<file path="src/rtl/af_pkg.sv">
package af_pkg;

    typedef enum logic [1:0] {
        ST_IDLE,
        ST_COLLECT,
        ST_TAIL
    } af_state_e;

    localparam int CTRL_W       = 3;
    localparam int CTRL_EN      = 0;
    localparam int CTRL_PROMISC = 1;
    localparam int CTRL_ALLMC   = 2;

    localparam logic [31:0] CRC_POLY = 32'h04C11DB7;
    localparam logic [31:0] CRC_INIT = 32'hFFFF_FFFF;

    // One byte of the frame CRC, bits consumed least significant first.
    function automatic logic [31:0] crc_step(input logic [31:0] seed, input logic [7:0] octet);
        logic [31:0] c;
        c = seed;
        for (int i = 0; i < 8; i++) begin
            if (c[31] ^ octet[i]) c = (c << 1) ^ CRC_POLY;
            else                  c = c << 1;
        end
        return c;
    endfunction

endpackage

</file>
<file path="src/rtl/af_regbank.sv">
module af_regbank
    import af_pkg::*;
#(
    parameter int AW          = 6,
    parameter int ADDR_BYTES  = 6,
    parameter int TABLE_BYTES = 8,
    parameter int CTRL_ADDR   = 0,
    parameter int STA_BASE    = 8,
    parameter int HASH_BASE   = 16
) (
    input  logic                         clk,
    input  logic                         rst_n,
    input  logic                         wr_en,
    input  logic [AW-1:0]                wr_addr,
    input  logic [7:0]                   wr_data,
    output logic [CTRL_W-1:0]            ctrl,
    output logic [ADDR_BYTES-1:0][7:0]   station,
    output logic [TABLE_BYTES*8-1:0]     hash_tbl
);

    localparam logic [AW-1:0] CTRL_A = AW'(CTRL_ADDR);

    logic [7:0] sta_q [ADDR_BYTES];
    logic [7:0] tbl_q [TABLE_BYTES];

    always_ff @(posedge clk or negedge rst_n) begin
        if (!rst_n)                          ctrl <= '0;
        else if (wr_en && wr_addr == CTRL_A) ctrl <= wr_data[CTRL_W-1:0];
    end

    generate
        for (genvar s = 0; s < ADDR_BYTES; s++) begin : g_sta
            localparam logic [AW-1:0] SA = AW'(STA_BASE + s);
            always_ff @(posedge clk or negedge rst_n) begin
                if (!rst_n)                      sta_q[s] <= '0;
                else if (wr_en && wr_addr == SA) sta_q[s] <= wr_data;
            end
            assign station[s] = sta_q[s];
        end

        for (genvar t = 0; t < TABLE_BYTES; t++) begin : g_tbl
            localparam logic [AW-1:0] TA = AW'(HASH_BASE + t);
            always_ff @(posedge clk or negedge rst_n) begin
                if (!rst_n)                      tbl_q[t] <= '0;
                else if (wr_en && wr_addr == TA) tbl_q[t] <= wr_data;
            end
            assign hash_tbl[t*8 +: 8] = tbl_q[t];
        end
    endgenerate


    cfg_hold_chk: assert property (@(posedge clk) disable iff (!rst_n)
        !wr_en |=> ($stable(ctrl) && $stable(station) && $stable(hash_tbl)));

endmodule

</file>
<file path="src/rtl/af_hash_crc.sv">
module af_hash_crc
    import af_pkg::*;
#(
    parameter int HASH_BITS = 6
) (
    input  logic                 clk,
    input  logic                 rst_n,
    input  logic                 start,
    input  logic                 advance,
    input  logic [7:0]           octet,
    output logic [HASH_BITS-1:0] hash_idx
);

    logic [31:0] crc_q;
    logic [31:0] seed;
    logic [31:0] crc_next;

    assign seed     = start ? CRC_INIT : crc_q;
    assign crc_next = crc_step(seed, octet);
    assign hash_idx = crc_next[31 -: HASH_BITS];

    always_ff @(posedge clk or negedge rst_n) begin
        if (!rst_n)       crc_q <= CRC_INIT;
        else if (advance) crc_q <= crc_next;
    end

endmodule

</file>
<file path="src/rtl/rx_addr_filter.sv">
module rx_addr_filter
    import af_pkg::*;
#(
    parameter int ADDR_BYTES = 6,
    parameter int HASH_BITS  = 6,
    parameter int REG_AW     = 6,
    parameter int CTRL_ADDR  = 0,
    parameter int STA_BASE   = 8,
    parameter int HASH_BASE  = 16
) (
    input  logic              clk,
    input  logic              rst_n,
    input  logic              cfg_wr_en,
    input  logic [REG_AW-1:0] cfg_addr,
    input  logic [7:0]        cfg_wdata,
    input  logic              rx_valid,
    input  logic              rx_sof,
    input  logic [7:0]        rx_byte,
    output logic              dec_valid,
    output logic              dec_accept
);

    localparam int TABLE_BITS  = 2 ** HASH_BITS;
    localparam int TABLE_BYTES = TABLE_BITS / 8;
    localparam int IDX_W       = (ADDR_BYTES > 1) ? $clog2(ADDR_BYTES) : 1;
    localparam logic [IDX_W-1:0] LAST_IDX = IDX_W'(ADDR_BYTES - 1);

    logic [CTRL_W-1:0]          ctrl;
    logic [ADDR_BYTES-1:0][7:0] station;
    logic [TABLE_BITS-1:0]      hash_tbl;
    logic [HASH_BITS-1:0]       hash_idx;

    af_state_e        state_q, state_d;
    logic [IDX_W-1:0] cnt_q, idx;
    logic             match_q, group_q;
    logic             take, last_byte, station_hit, group_now, verdict;
    logic             ctrl_en, ctrl_promisc, ctrl_allmc;

    af_regbank #(
        .AW(REG_AW), .ADDR_BYTES(ADDR_BYTES), .TABLE_BYTES(TABLE_BYTES),
        .CTRL_ADDR(CTRL_ADDR), .STA_BASE(STA_BASE), .HASH_BASE(HASH_BASE)
    ) u_regs (
        .clk(clk), .rst_n(rst_n), .wr_en(cfg_wr_en), .wr_addr(cfg_addr),
        .wr_data(cfg_wdata), .ctrl(ctrl), .station(station), .hash_tbl(hash_tbl)
    );

    af_hash_crc #(.HASH_BITS(HASH_BITS)) u_crc (
        .clk(clk), .rst_n(rst_n), .start(rx_sof), .advance(take),
        .octet(rx_byte), .hash_idx(hash_idx)
    );

    assign ctrl_en      = ctrl[CTRL_EN];
    assign ctrl_promisc = ctrl[CTRL_PROMISC];
    assign ctrl_allmc   = ctrl[CTRL_ALLMC];

    // Byte acceptance and running address comparison.
    assign take        = rx_valid && (rx_sof || state_q == ST_COLLECT);
    assign idx         = rx_sof ? '0 : cnt_q;
    assign last_byte   = take && (idx == LAST_IDX);
    assign station_hit = (rx_sof || match_q) && (rx_byte == station[idx]);
    assign group_now   = rx_sof ? rx_byte[0] : group_q;
    assign verdict     = ctrl_en && (ctrl_promisc || station_hit ||
                         (group_now && (ctrl_allmc || hash_tbl[hash_idx])));

    // Next-state logic.
    always_comb begin
        state_d = state_q;
        unique case (state_q)
            ST_IDLE: begin
                if (take) state_d = last_byte ? ST_TAIL : ST_COLLECT;
            end
            ST_COLLECT: begin
                if (take) state_d = last_byte ? ST_TAIL : ST_COLLECT;
            end
            ST_TAIL: begin
                if (rx_valid && rx_sof) state_d = last_byte ? ST_TAIL : ST_COLLECT;
            end
            default: state_d = ST_IDLE;
        endcase
    end

    // State register.
    always_ff @(posedge clk or negedge rst_n) begin
        if (!rst_n) state_q <= ST_IDLE;
        else        state_q <= state_d;
    end

    // Address tracking registers.
    always_ff @(posedge clk or negedge rst_n) begin
        if (!rst_n) begin
            cnt_q   <= '0;
            match_q <= 1'b0;
            group_q <= 1'b0;
        end else if (take) begin
            cnt_q   <= idx + 1'b1;
            match_q <= station_hit;
            group_q <= group_now;
        end
    end

    // Output process.
    always_ff @(posedge clk or negedge rst_n) begin
        if (!rst_n) begin
            dec_valid  <= 1'b0;
            dec_accept <= 1'b0;
        end else begin
            dec_valid  <= last_byte;
            dec_accept <= last_byte && verdict;
        end
    end


    rx_off_reject_chk: assert property (@(posedge clk) disable iff (!rst_n)
        (last_byte && !ctrl_en) |=> (dec_valid && !dec_accept));


    promisc_accept_chk: assert property (@(posedge clk) disable iff (!rst_n)
        (last_byte && ctrl_en && ctrl_promisc) |=> (dec_valid && dec_accept));


    single_pulse_chk: assert property (@(posedge clk) disable iff (!rst_n)
        dec_valid |=> !dec_valid);


    accept_qual_chk: assert property (@(posedge clk) disable iff (!rst_n)
        dec_accept |-> dec_valid);


    allmc_accept_chk: assert property (@(posedge clk) disable iff (!rst_n)
        (last_byte && ctrl_en && ctrl_allmc && group_now) |=> dec_accept);

endmodule

</file>
<file path="config.mk">
export PLATFORM = sky130hd
export DESIGN_NAME = rx_addr_filter
export DESIGN_NICKNAME = d
export VERILOG_FILES = /design/src/rtl/af_pkg.sv /design/src/rtl/af_regbank.sv /design/src/rtl/af_hash_crc.sv /design/src/rtl/rx_addr_filter.sv
export SDC_FILE = /design/constraint.sdc
export NUM_CORES = 1
export LEC_CHECK = 0
export BUFFER_PORTS_ARGS = -buffer_cell sky130_fd_sc_hd__clkbuf_2
export CORE_MARGIN = 2
export CORE_UTILIZATION = 62
export CTS_CLUSTER_SIZE = 25
export DETAILED_ROUTE_END_ITERATION = 12
export PLACE_DENSITY = 0.8
export REMOVE_ABC_BUFFERS = 1
export SYNTH_ARGS = -nofsm -noshare
export SYNTH_HDL_FRONTEND = slang
export SYNTH_SLANG_ARGS = --single-unit
export TNS_END_PERCENT = 5
</file>
<file path="constraint.sdc">
create_clock -name clk -period 5.8 [get_ports clk]
set_input_delay 0.58 -clock clk [delete_from_list [all_inputs] [get_ports clk]]
set_output_delay 0.58 -clock clk [all_outputs]
set_load 0.005 [all_outputs]
</file>
==> results.sh <==
export IMPL_area_growth_syn_to_layout_pct=9.92
export IMPL_p_per_area_nw_per_um2=516
export IMPL_synth_async_reset_ratio=1.00
export IMPL_maxSlewHeadroom=0.269
export IMPL_rows=42
export IMPL_ir_drop_v=0.000268
export IMPL_r2r_slack_ns=2.30
export IMPL_antenna_found_initial=0
export IMPL_start_util=0.629
export IMPL_worstPathCellList="xor3_1 > or3_4 > a211oi_4 > nor2_4 > a2111oi_0 > a2111o_1 > o22ai_1 > o41ai_1 > nor3_1"
export IMPL_cts_path_max_buffers=2
export IMPL_end_kind="flip-flop"
export IMPL_cp_slowest_cell="dfstp_2"
export IMPL_leakage_uw=0.00398
export IMPL_fin_area_um2=9080
export IMPL_routed_wl_mm=18.3
export IMPL_cp_top_family="compound AO/OA/AOI/OAI gates"
export IMPL_worstSetupPathType="flip-flop to flip-flop"
export IMPL_nNetsFinal=752
export IMPL_grt_overflow_total=0
export IMPL_critPathLaunchType="flip-flop"
export IMPL_r2r_end="dec_accept"
export IMPL_crit_reg2reg_launch="u_crc.crc_q[29]"
export IMPL_cts_buffers=17
export IMPL_vias=5509
export IMPL_antenna_left=0
export IMPL_rsz0062_at_grt="no"
export IMPL_synthCells=713
export IMPL_layout_common_cells="mux2_2 (125), dfrtp_1 (124), xnor2_1 (73)"
export IMPL_status="complete, no violations"
export IMPL_required_ns=6.10
export IMPL_critPathBufInv=0
export IMPL_path_max_fanout=18
export IMPL_netlist_area_um2=8260
export IMPL_hold_buffers=0
export IMPL_diodes=0
export IMPL_maxCapViolCount=0
export IMPL_core_area_um2=13100
export IMPL_dieHeight_um=119
export IMPL_grt_pass1_vias=5750
export IMPL_place_area_um2=8480
export IMPL_clkSinkCount=156
export IMPL_cts_setup_buffers=0
export IMPL_synth_flop_cell="dfrtp_1"
export IMPL_fin_skew_ns=0.0126
export IMPL_clk_latency_ns=0.43
export IMPL_grt_usage=0.274
export IMPL_synth_cell_types=53
export IMPL_htreeDepth=4
export IMPL_first_iter_violations=371
export IMPL_grt_pass1_wl_mm=29.8
export IMPL_synth_warnings=0
export IMPL_max_stage_delay_ns=0.65
export IMPL_dp_slack_ns=2.06
export IMPL_tightest_slew_ns=1.09
export IMPL_yosysSeqAreaShare=0.477
export IMPL_cts_root_buf="clkbuf_16"
export IMPL_drive_gt1_frac=0.322
export IMPL_slew_viol_final=0
export IMPL_r2r_cells=9
export IMPL_fin_tns_setup_ns=0
export IMPL_die_w_um=119
export IMPL_period_needed_ns=3.50
export IMPL_boundaryPins=29
export IMPL_clk_pin_slew_ns=0.06
export IMPL_setup_slack_ns=2.30
export IMPL_gp_congestion=0.850
export IMPL_fmax_mhz=286
export IMPL_grt_max_degree=98
export IMPL_avgViaCountPerCell=6.04
export IMPL_port_buffers=28
export IMPL_cts_tree="done"
export IMPL_syn_area_per_cell_um2=11.6
export IMPL_dr_pass1_iters=7
export IMPL_hold_viol_final=0
export IMPL_place_detailed_hpwl_mm=12.4
export IMPL_fill_cells=955
export IMPL_wl_per_cell_um=20.0
export IMPL_mostFrequentLayoutCell="mux2_2"
export IMPL_yosys_register_bits=156
export IMPL_post_cts_resized=0
export IMPL_drc=0
export IMPL_cp_arrival_ns=3.80
export IMPL_setup_viol=0
export IMPL_hold_path_class="input pin to asynchronous set/reset pin"
export IMPL_synth_edf_count=0
export IMPL_period_share=0.603
export IMPL_die_area_um2=14300
-- synth_stat cells, types with 6 or more instances --
cell type	n	area, um^2
dfrtp_1	124	3100
nor2_1	45	169
o21ai_0	37	185
buf_2	8	40.0
nand3_1	14	70.1
nor3_1	8	40.0
o211ai_1	9	67.6
mux2i_1	19	190
mux2_2	125	1410
nand2b_1	8	50.1
nor2b_1	6	37.5
nand2_1	67	251
xor2_1	21	184
inv_1	8	30.0
xnor2_1	73	639
dfstp_2	32	841
a32oi_1	7	61.3
clkbuf_1	29	109
-- layout make-up --
class                      instances  area, um^2  area share
tap                              176         220      0.0243
clock buffer                      20         467      0.0514
multi-input combinational        505        4090       0.451
timing repair buffer              34         191      0.0211
sequential                       156        3940       0.434
inverter                           9        33.8     0.00372
clock inverter                    12         133      0.0146
-- worst max path at each step --
stage                               start         end  cells past startpoint
final                     u_crc.crc_q[29]  dec_accept                      9
after global placement             rx_sof  dec_accept                      7
after floorplan                  cnt_q[0]  dec_accept                      9
after detailed placement           rx_sof  dec_accept                     10
after global routing               rx_sof  dec_accept                      7
after CTS                 u_crc.crc_q[29]  dec_accept                      9
-- power by group --
group	internal [uW]	switching, uW	leakage, uW
clock network	670	449	0.000290
registers	1410	199	0.00197
logic	906	1050	0.00172
total	2990	1700	0.00398
-- routing by layer --
layer / part of all wire / vias up / global-route usage
li1: - / 2521 / -
met1: 0.43 / 2751 / 0.361
met2: 0.48 / 187 / 0.438
met3: 0.047 / 50 / 0.0517
met4: 0.036 / 0 / 0.141
met5: 0 / - / 0
-- state kept, by name, summed over array words and instances, names as in the netlist --
| name | flops |
|---|---|
| group_q | 1 |
| cnt_q | 3 |
| dec_accept | 1 |
| match_q | 1 |
| state_q | 2 |
| u_regs.ctrl | 3 |
| u_regs.hash_tbl | 64 |
| u_crc.crc_q | 32 |
| dec_valid | 1 |
| u_regs.station | 48 |
-- through the flow --
step           total power (uW)  instances  utilization  hold slack [ns]
5_1_grt                    4960        912        0.691            0.311
2_1_floorplan              3100        670            -            0.284
3_5_place_dp               3570        880        0.646            0.469
3_3_place_gp               3500        880        0.646            0.459
4_1_cts                    4700        912        0.691            0.275
6_report                   4690        912        0.691            0.248
-- logic make-up (layout without fill, tap and decap cells) --
kind of cell / after synthesis / in the layout / share of synthesized area
flops: 156 / 156 / 0.477
mux: 152 / 152 / 0.217
xor+xnor: 99 / 99 / 0.112
compound gates: 93 / 93 / 0.0774
buf+inv: 52 / 75 / 0.0276
fa+ha+maj: 2 / 2 / 0.00303
simple gates: 159 / 159 / 0.0859
Note: power is estimated with default switching activity, not from simulation.
